===== config.mk =====
export PLATFORM = sky130hd
export DESIGN_NAME = seg7_row
export DESIGN_NICKNAME = d
export VERILOG_FILES = /design/src/rtl/seg7_pkg.sv /design/src/rtl/seg7_glyph.sv /design/src/rtl/seg7_cell.sv /design/src/rtl/seg7_row.sv
export SDC_FILE = /design/constraint.sdc
export NUM_CORES = 1
export LEC_CHECK = 0
export BUFFER_PORTS_ARGS = -buffer_cell sky130_fd_sc_hd__buf_2
export CAP_MARGIN = 20
export CORE_UTILIZATION = 34
export DETAILED_ROUTE_END_ITERATION = 16
export GPL_TIMING_DRIVEN = 0
export SYNTH_ARGS = -nofsm -noshare
export SYNTH_HDL_FRONTEND = slang
export SYNTH_HIERARCHICAL = 1
export SYNTH_SLANG_ARGS = --single-unit
export TNS_END_PERCENT = 100

===== constraint.sdc =====
create_clock -name vclk -period 9.4
set_clock_uncertainty 0.2 [all_clocks]
set_input_delay 0.94 -clock vclk [all_inputs]
set_output_delay 0.94 -clock vclk [all_outputs]
set_load 0.005 [all_outputs]

===== src/rtl/seg7_pkg.sv =====
package seg7_pkg;
  localparam int BCD_W = 4;
  localparam int SEG_W = 7;

  typedef logic [BCD_W-1:0] bcd_t;
  typedef logic [SEG_W-1:0] seg_t;

  localparam seg_t SEG_DARK = 7'h7F;
  localparam seg_t SEG_FULL = 7'h00;

  // Active-high glyph, bit0 = a ... bit6 = g; zero for non-decimal codes.
  function automatic seg_t glyph_on(bcd_t code);
    seg_t s;
    case (code)
      4'd0: s = 7'b0111111;
      4'd1: s = 7'b0000110;
      4'd2: s = 7'b1011011;
      4'd3: s = 7'b1001111;
      4'd4: s = 7'b1100110;
      4'd5: s = 7'b1101101;
      4'd6: s = 7'b1111101;
      4'd7: s = 7'b0000111;
      4'd8: s = 7'b1111111;
      4'd9: s = 7'b1101111;
      default: s = 7'b0000000;
    endcase
    return s;
  endfunction

  function automatic logic is_decimal(bcd_t code);
    return code <= 4'd9;
  endfunction
endpackage


===== src/rtl/seg7_glyph.sv =====
module seg7_glyph
  import seg7_pkg::*;
(
  input  bcd_t code_i,
  output seg_t pat_n_o,
  output logic legal_o
);
  assign legal_o = is_decimal(code_i);
  assign pat_n_o = ~glyph_on(code_i);

  always_comb begin
    if (!legal_o)
      AST_ILLEGAL_DARK: assert (pat_n_o == SEG_DARK);
  end
endmodule


===== src/rtl/seg7_cell.sv =====
module seg7_cell
  import seg7_pkg::*;
(
  input  bcd_t code_i,
  input  logic lt_n,
  input  logic rbi_n,
  input  logic bi_n,
  output seg_t seg_n,
  output logic rbo_n
);
  seg_t pat_n;
  logic legal;
  logic code_zero;
  logic ripple_hide;
  logic test_on;
  logic forced_off;

  seg7_glyph glyph_i (
    .code_i (code_i),
    .pat_n_o(pat_n),
    .legal_o(legal)
  );

  assign code_zero   = (code_i == '0);
  assign test_on     = !lt_n;
  assign forced_off  = !bi_n;
  assign ripple_hide = !rbi_n && code_zero && !test_on;
  assign rbo_n       = !ripple_hide;

  // Priority: forced blank, then lamp test, then ripple blank, then glyph.
  always_comb begin
    if (forced_off)       seg_n = SEG_DARK;
    else if (test_on)     seg_n = SEG_FULL;
    else if (ripple_hide) seg_n = SEG_DARK;
    else                  seg_n = pat_n;
  end

  always_comb begin
    if (forced_off)
      AST_BLANK_WINS: assert (seg_n == SEG_DARK);
    if (bi_n && test_on)
      AST_TEST_ALL_ON: assert (seg_n == SEG_FULL);
    if (!rbo_n)
      AST_RBO_NEEDS_ZERO: assert (code_i == '0 && !rbi_n && lt_n);
    if (test_on)
      AST_TEST_HOLDS_RBO: assert (rbo_n);
    if (!rbo_n && bi_n)
      AST_HIDDEN_DARK: assert (seg_n == SEG_DARK);
    if (bi_n && lt_n && rbo_n && legal)
      AST_SHOWN_GLYPH: assert (seg_n != SEG_DARK);
  end
endmodule


===== src/rtl/seg7_row.sv =====
module seg7_row
  import seg7_pkg::*;
#(
  parameter int NDIG       = 4,
  parameter bit LEAD_FIRST = 1'b1
) (
  input  logic [NDIG*4-1:0] digits_i,
  input  logic              lt_n,
  input  logic              rbi_end_n,
  input  logic [NDIG-1:0]   bi_n,
  output logic [NDIG*7-1:0] seg_n,
  output logic [NDIG-1:0]   rbo_n
);
  localparam int DW   = NDIG * BCD_W;
  localparam int SW   = NDIG * SEG_W;
  localparam int HEAD = LEAD_FIRST ? NDIG - 1 : 0;

  logic [NDIG-1:0] rbi_w;

  for (genvar k = 0; k < NDIG; k++) begin : g_dig
    if (k == HEAD) begin : g_head
      assign rbi_w[k] = rbi_end_n;
    end else if (LEAD_FIRST) begin : g_from_above
      assign rbi_w[k] = rbo_n[k+1];
    end else begin : g_from_below
      assign rbi_w[k] = rbo_n[k-1];
    end

    seg7_cell cell_i (
      .code_i(digits_i[k*BCD_W +: BCD_W]),
      .lt_n  (lt_n),
      .rbi_n (rbi_w[k]),
      .bi_n  (bi_n[k]),
      .seg_n (seg_n[k*SEG_W +: SEG_W]),
      .rbo_n (rbo_n[k])
    );
  end

  // A suppressed digit implies every digit from the head to it is zero.
  always_comb begin
    for (int k = 0; k < NDIG; k++) begin
      for (int j = 0; j < NDIG; j++) begin
        if (LEAD_FIRST && !rbo_n[k] && j >= k)
          AST_LEAD_ZEROS: assert (digits_i[j*BCD_W +: BCD_W] == '0 && !rbi_end_n);
        if (!LEAD_FIRST && !rbo_n[k] && j <= k)
          AST_TRAIL_ZEROS: assert (digits_i[j*BCD_W +: BCD_W] == '0 && !rbi_end_n);
      end
    end
    if (rbi_end_n)
      AST_NO_REQ_NO_HIDE: assert (&rbo_n);
  end

  logic unused_w;
  assign unused_w = ^{DW[0], SW[0]};
endmodule


==> results of run 1 <==
metrics by stage:
step                hold slack (ns)  area [µm²]  worst slack [ns]  cells  power, µW
global placement              2.003        1554             3.616    291      60.96
global route                  2.022        1554             3.456    291      70.05
detailed placement            2.004        1554             3.617    291      61.10
floorplan                     1.755        1231             3.907    192      38.38
finish                        2.004        1554             3.643    291      60.86
CTS                           2.004        1554             3.631    291      61.33
path summary, 6_finish.rpt:
check,startpoint,endpoint
max,digits_i[14],rbo_n[0]
min,bi_n[1],seg_n[8]
report_power, final:
group | internal [µW] | leakage [µW] | total [µW] | switching [µW]
Combinational | 27.9 | 0.000743 | 60.9 | 33.0
Clock | 0 | 0 | 0 | 0
Sequential | 0 | 0 | 0 | 0
per-layer routing:
layer | vias to the layer above | part of all wire, % | GRT usage, %
met3 | 0 | 3.0 | 0.7353
li1 | 775 | - | -
met1 | 594 | 49 | 19.30
met4 | 0 | 0 | 0
met5 | - | 0 | 0
met2 | 25 | 48 | 28.57
placed cells by master, fill, tap and decap left out:
cell type,instances
sky130_fd_sc_hd__o211ai_1,28
sky130_fd_sc_hd__buf_1,4
sky130_fd_sc_hd__or2_2,4
sky130_fd_sc_hd__a21oi_1,12
sky130_fd_sc_hd__nand2_1,28
sky130_fd_sc_hd__buf_2,57
sky130_fd_sc_hd__nor2_1,12
sky130_fd_sc_hd__or4b_1,4
sky130_fd_sc_hd__or2_1,8
sky130_fd_sc_hd__o21ai_0,12
sky130_fd_sc_hd__xor2_1,4
sky130_fd_sc_hd__buf_6,4
sky130_fd_sc_hd__a31oi_1,8
sky130_fd_sc_hd__inv_1,20
sky130_fd_sc_hd__buf_4,4
sky130_fd_sc_hd__a22oi_1,4
sky130_fd_sc_hd__nand2b_1,8
sky130_fd_sc_hd__a21oi_2,4
sky130_fd_sc_hd__ha_1,20
final cells by class:
cell class / instances / area (µm²)
plain buffers: 16 / 110.1
multi-input cells: 156 / 1046
repair buffers: 53 / 265.3
well taps: 46 / 57.56
inverters: 20 / 75.07
fillers: 370 / 1836
==> impl_metrics.ini, run 1 <==
[timing]
drv_slew = 0
timing.final.setup_violations = 0
timing.slew.headroom_pct = 78.24
final_min_period_over_clock_period_pct = 61.25
grt_setup_unrepaired = false
worst_margin_pin_slew_ns = 0.3264
timing.fmax_mhz = 173.7
timing.final.crit_period_ns = 5.757
final-hold-violation-count = 0
totalNegativeSetupSlack_ns = 0

[placement]
dp_hpwl_mm = 2.413
finalWeightedCongestion = 0.8645
port_buffers = 53

[synthesis]
syn-cell-area_um2 = 1231
syn_nets = 234
syn_area_per_cell_um2 = 6.412
yosysWarningCount = 6
syn-instance-count = 192

[clock_tree]
cts.hold.buffers_added = 0
post_cts_resized = 0
post_cts_buffers = 0

[worst_setup_path]
setup.worst_path.start_class = input pin
cp_slowest_cell = sky130_fd_sc_hd__or4b_1
cp_num_buf_inv = 6
crit_path_max_incr_delay_ns = 0.49
critical_path.cell_chain = buf_2 > or4b_1 > buf_2 > or2_1 > or4b_1 > buf_2 > or2_1 > or4b_1 > buf_2 > or2_1 > or4b_1 > buf_2 > or2_1 > buf_2
cell_family_contributing_the_most_delay_on_the_critical_path = simple AND/OR/NAND/NOR gates
path_common_cell = sky130_fd_sc_hd__buf_2
required_ns = 8.26
cp.depth = 14
timing.critical_path.arrival_ns = 4.62
setup.worst_path.end_class = output pin
crit_fanout = 8
path_class = in2out

[final_layout]
clkbuf_count = 0
area_grow_syn2layout_pct = 26.22
nNetsFinal = 289
area.sequential_um2 = 0
layout-drive-gt1-share_pct = 29.80
finalCoreUtilization_pct = 45.85
insertedDiodeCount = 0
n_sequential_cell = 0

[pwr]
leak_uw = 0.0007429
pwr_density_cell_nw_per_um2 = 39.16
ir_worst_vdd_mv = 0.01546

[detailed_routing]
drt_wl_total_mm = 2.845
route.detailed.drc = 0
avgRoutedWirePerCell_um = 9.777
avgViaCountPerCell = 4.790
drt_pass1_iterations = 4
final_antenna_net_count = 0
vias = 1394
drt-initial-drc-count = 42

[global_routing]
vias_in_the_first_global_route = 1274
grt_overflow_total = 0
antenna_found_initial = 0
gr-usage-all-layers_pct = 14.92
global_route_wire_length_before_repair_mm = 5.161
maximum_number_of_pins_on_one_net_before_global_route_repair = 10

[die]
core-area_um2 = 3390
boundaryPins = 54
floorplan.die.width_um = 62.18
number_of_rows_created_at_floorplan = 21
initial_core_util_pct = 36.32
die_y_um = 62.18
die_area_um2 = 3866

[run_status]
status = complete, no violations

[hold_path]
hp_class = in2out
min_delay_path_depth = 3

[run]
cap_viol_max_count = 0
(Power assumes the default switching activity.)
==> inputs of run 2 (changes only) <==
==> constraint.sdc (replaced) <==
create_clock -name vclk -period 4.9
set_clock_uncertainty 0.2 [all_clocks]
set_input_delay 0.49 -clock vclk [all_inputs]
set_output_delay 0.49 -clock vclk [all_outputs]
set_load 0.005 [all_outputs]
==> impl_metrics.ini, run 2 (synthesis gave the netlist of run 1 again) <==
[worst_setup_path]
cp_num_buf_inv = 6
cell_family_contributing_the_most_delay_on_the_critical_path = simple AND/OR/NAND/NOR gates
path_common_cell = sky130_fd_sc_hd__buf_6
required_ns = 4.21
crit_fanout = 8
critical_path.cell_chain = buf_2 > or4b_4 > buf_6 > or2_4 > or4b_4 > buf_6 > or2_4 > or4b_4 > buf_6 > or2_1 > or4b_1 > buf_6 > or2_1 > buf_2
cp_slowest_cell = sky130_fd_sc_hd__or4b_4
path_class = in2out
setup.worst_path.end_class = output pin
setup.worst_path.start_class = input pin
timing.critical_path.arrival_ns = 4.13
crit_path_max_incr_delay_ns = 0.51

[timing]
timing.fmax_mhz = 207.4
drv_slew = 0
postLayoutSetupSlackWorst_ns = 0.07947
final_min_period_over_clock_period_pct = 98.38
worst_hold_slack_ns = 1.105
timing.slew.headroom_pct = 78.02
final-hold-violation-count = 0
timing.final.crit_period_ns = 4.821
grt_setup_unrepaired = true
timing.final.setup_violations = 0
worst_margin_pin_slew_ns = 0.3296

[final_layout]
area_grow_syn2layout_pct = 31.40
layout_commonest_cell = sky130_fd_sc_hd__buf_2
nNetsFinal = 292
n_sequential_cell = 0
insertedDiodeCount = 0
layoutNonFillerInstCount = 294
area.sequential_um2 = 0
layout-drive-gt1-share_pct = 32.66
clkbuf_count = 0
layout_common_cells = sky130_fd_sc_hd__buf_2 (53), sky130_fd_sc_hd__nand2_1 (28), sky130_fd_sc_hd__o211ai_1 (28)

[global_routing]
maximum_number_of_pins_on_one_net_before_global_route_repair = 10
antenna_found_initial = 0
global_route_wire_length_before_repair_mm = 5.161
gr-usage-all-layers_pct = 14.92
grt_overflow_total = 0
vias_in_the_first_global_route = 1274

[hold_path]
min_delay_worst_endpoint = seg_n[8]
min_delay_path_depth = 3
hp_class = in2out
min_from = bi_n[1]

[placement]
finalWeightedCongestion = 0.8645
port_buffers = 53
dp_hpwl_mm = 2.413
dpl_worst_slack_ns = 0.01745
dpl.cell_count = 291

[die]
initial_core_util_pct = 36.32
core-area_um2 = 3390
number_of_rows_created_at_floorplan = 21
die_y_um = 62.18
floorplan.die.width_um = 62.18
die_area_um2 = 3866
boundaryPins = 54

[pwr]
ir_worst_vdd_mv = 0.03000
leak_uw = 0.0007785
pwr_density_cell_nw_per_um2 = 72.93
report.power.total_uw = 118.0

[detailed_routing]
avgRoutedWirePerCell_um = 9.874
drt-initial-drc-count = 37
drt_wl_total_mm = 2.903
route.detailed.drc = 0
vias = 1420
avgViaCountPerCell = 4.830
final_antenna_net_count = 0
drt_pass1_iterations = 4

[run_status]
status = complete, no violations

[clock_tree]
cts.hold.buffers_added = 0

[run]
cap_viol_max_count = 0
run 2: cell count changes in the layout (fill, tap and decap cells not counted):
cell,change
sky130_fd_sc_hd__buf_4,+3
sky130_fd_sc_hd__buf_2,-4
sky130_fd_sc_hd__buf_6,+4
sky130_fd_sc_hd__or2_4,+2
sky130_fd_sc_hd__or4b_1,-3
sky130_fd_sc_hd__or4b_4,+3
sky130_fd_sc_hd__or2_1,-2
run 2: final cells by class:
type / instances / area (µm²)
well taps: 46 / 57.56
plain buffers: 16 / 135.1
fillers: 368 / 1772
inverters: 20 / 75.07
repair buffers: 56 / 287.8
multi-input cells: 156 / 1062
run 2: metrics by stage:
| stage | cell area (µm²) | setup TNS [ns] | util [%] |
|---|---|---|---|
| 6_report | 1618 | 0 | 47.73 |
| 5_1_grt | 1618 | -0.05010 | 47.73 |
| 4_1_cts | 1554 | 0 | 45.85 |
| 3_5_place_dp | 1554 | 0 | 45.85 |
| 3_3_place_gp | 1554 | 0 | 45.85 |
| 2_1_floorplan | 1231 | 0 | - |
run 2: power by group:
group,total [µW],switching [µW],internal [µW]
Sequential,0,0,0
Combinational,118,63.8,54.2
Clock,0,0,0
Total,118,63.8,54.2
run 2: per-layer routing:
| layer | global-route usage [%] | routed length [µm] | up-vias |
|---|---|---|---|
| met5 | 0 | 0 | - |
| met4 | 0 | 0 | 0 |
| met3 | 0.7353 | 89 | 0 |
| met2 | 28.57 | 1389 | 25 |
| met1 | 19.30 | 1424 | 615 |
| li1 | - | - | 780 |
run 2: worst max-delay path by stage:
stage / end / slack (ns) / from / depth (start not counted)
floorplan: rbo_n[0] / 0.31 / lt_n / 13
global placement: rbo_n[0] / 0.02 / digits_i[14] / 14
detailed placement: rbo_n[0] / 0.02 / digits_i[14] / 14
CTS: rbo_n[0] / 0.03 / digits_i[14] / 14
global route: seg_n[3] / -0.03 / digits_i[14] / 14
finish: rbo_n[0] / 0.08 / digits_i[14] / 14
run 2: timing repair:
action | in CTS | in global routing
buffers inserted | 0 | 3
resized for setup | 0 | 17
setup endpoints to repair | 0 | 8
==> inputs of run 3 (changes only) <==
--- a/config.mk
+++ b/config.mk
@@ -7,7 +7,7 @@
 export LEC_CHECK = 0
 export BUFFER_PORTS_ARGS = -buffer_cell sky130_fd_sc_hd__buf_2
 export CAP_MARGIN = 20
-export CORE_UTILIZATION = 34
+export CORE_UTILIZATION = 25
 export DETAILED_ROUTE_END_ITERATION = 16
 export GPL_TIMING_DRIVEN = 0
 export SYNTH_ARGS = -nofsm -noshare
==> impl_metrics.ini, run 3 (synthesis gave the netlist of run 1 again) <==
[timing]
totalNegativeSetupSlack_ns = 0
worst_margin_pin_slew_ns = 0.3158
timing.slew.headroom_pct = 78.94
final_min_period_over_clock_period_pct = 97.89
timing.final.setup_violations = 0
timing.fmax_mhz = 208.5
final-hold-violation-count = 0
drv_slew = 0
timing.final.crit_period_ns = 4.797
grt_setup_unrepaired = false

[worst_setup_path]
crit_fanout = 8
setup.worst_path.end_class = output pin
setup.worst_path.start_class = input pin
required_ns = 4.21
path_class = in2out
timing.critical_path.arrival_ns = 4.11

[placement]
port_buffers = 53
dp_hpwl_mm = 2.548
finalWeightedCongestion = 0.8413

[final_layout]
area.sequential_um2 = 0
insertedDiodeCount = 0
fillers = 514
multiInputGateArea_um2 = 1069
layout_common_cells = sky130_fd_sc_hd__buf_2 (52), sky130_fd_sc_hd__nand2_1 (28), sky130_fd_sc_hd__o211ai_1 (28)
clkbuf_count = 0
layout_commonest_cell = sky130_fd_sc_hd__buf_2
n_sequential_cell = 0
layout-drive-gt1-share_pct = 33.73
area_grow_syn2layout_pct = 34.86
nNetsFinal = 293

[detailed_routing]
avgRoutedWirePerCell_um = 9.411
drt_wl_total_mm = 2.974
drt-initial-drc-count = 50
vias = 1419
route.detailed.drc = 0
drt_pass1_iterations = 4
final_antenna_net_count = 0
avgViaCountPerCell = 4.491

[run]
cap_viol_max_count = 0

[die]
boundaryPins = 54
number_of_rows_created_at_floorplan = 25
die_y_um = 72.18
core-area_um2 = 4723
initial_core_util_pct = 26.07
die_area_um2 = 5209
floorplan.die.width_um = 72.18

[pwr]
pwr_density_cell_nw_per_um2 = 71.47
leak_uw = 0.0007872
report.power.total_uw = 118.7
ir_worst_vdd_mv = 0.01901

[hold_path]
min_from = bi_n[0]
min_delay_worst_endpoint = seg_n[0]
min_delay_path_depth = 3
hp_class = in2out

[global_routing]
vias_in_the_first_global_route = 1169
antenna_found_initial = 0
gr-usage-all-layers_pct = 10.97
global_route_wire_length_before_repair_mm = 5.002
grt_overflow_total = 0
maximum_number_of_pins_on_one_net_before_global_route_repair = 10

[clock_tree]
cts.hold.buffers_added = 0

[run_status]
status = complete, no violations
==> run 3: cell count changes in the layout (fill, tap and decap cells not counted) <==
| cell | change |
|---|---|
| sky130_fd_sc_hd__buf_4 | +2 |
| sky130_fd_sc_hd__buf_2 | -1 |
| sky130_fd_sc_hd__or2_1 | -1 |
| sky130_fd_sc_hd__or2_4 | +1 |
| sky130_fd_sc_hd__or4b_1 | -1 |
| sky130_fd_sc_hd__or4b_4 | +1 |
==> run 3: power breakdown <==
| group | switching (µW) | internal (µW) |
|---|---|---|
| clock | 0 | 0 |
| combinational | 63.8 | 54.9 |
| sequential | 0 | 0 |
| total | 63.8 | 54.9 |
==> run 3: cell type report <==
class | count | share of cell area (%)
Inverter | 20 | 4.521
Buffer | 16 | 8.139
Timing Repair Buffer | 57 | 17.94
Multi-Input combinational cell | 156 | 64.36
Tap cell | 67 | 5.049
==> run 3: repair_timing <==
item	in CTS	in global routing
endpoints found under the setup margin	1	8
gates resized for setup	6	10
cloned	0	0
setup buffers	0	4
endpoints found under the hold margin	0	0
==> run 3: worst max path at each step <==
stage	startpoint	endpoint
after floorplan	lt_n	rbo_n[0]
after global placement	digits_i[14]	rbo_n[0]
after detailed placement	digits_i[14]	rbo_n[0]
after CTS	digits_i[14]	rbo_n[0]
after global routing	digits_i[14]	rbo_n[0]
final	digits_i[14]	rbo_n[0]
==> run 3: per-layer routing <==
layer / share of wire [%] / vias up / wire, µm / global-route usage, %
met3: 3.7 / 0 / 109 / 0.2778
li1: - / 776 / - / -
met5: 0 / - / 0 / 0
met4: 0 / 0 / 0 / 0
met2: 47 / 28 / 1386 / 19.31
met1: 50 / 615 / 1478 / 15.79
==> run 3: worst max-delay path, cell delays in order <==
cell and delay (ns):
sky130_fd_sc_hd__buf_4 0.13, sky130_fd_sc_hd__or4b_4 0.51, sky130_fd_sc_hd__buf_6 0.14, sky130_fd_sc_hd__or2_4 0.23
sky130_fd_sc_hd__or4b_4 0.48, sky130_fd_sc_hd__buf_6 0.13, sky130_fd_sc_hd__or2_4 0.23, sky130_fd_sc_hd__or4b_4 0.48
sky130_fd_sc_hd__buf_6 0.14, sky130_fd_sc_hd__or2_4 0.22, sky130_fd_sc_hd__or4b_4 0.48, sky130_fd_sc_hd__buf_6 0.14
sky130_fd_sc_hd__or2_1 0.19, sky130_fd_sc_hd__buf_2 0.12
==> run 3: per-stage QoR <==
stage                     instance area, µm²  hold slack, ns  worst slack [ns]  cells  util, %
after floorplan                         1231          0.8546            0.3074    192        -
after global placement                  1580           1.104         -0.004289    312    33.46
after detailed placement                1580           1.106          -0.01415    312    33.46
after CTS                               1597           1.106          0.001403    312    33.80
after global routing                    1660           1.126          0.007552    316    35.15
final                                   1660           1.103            0.1034    316    35.15
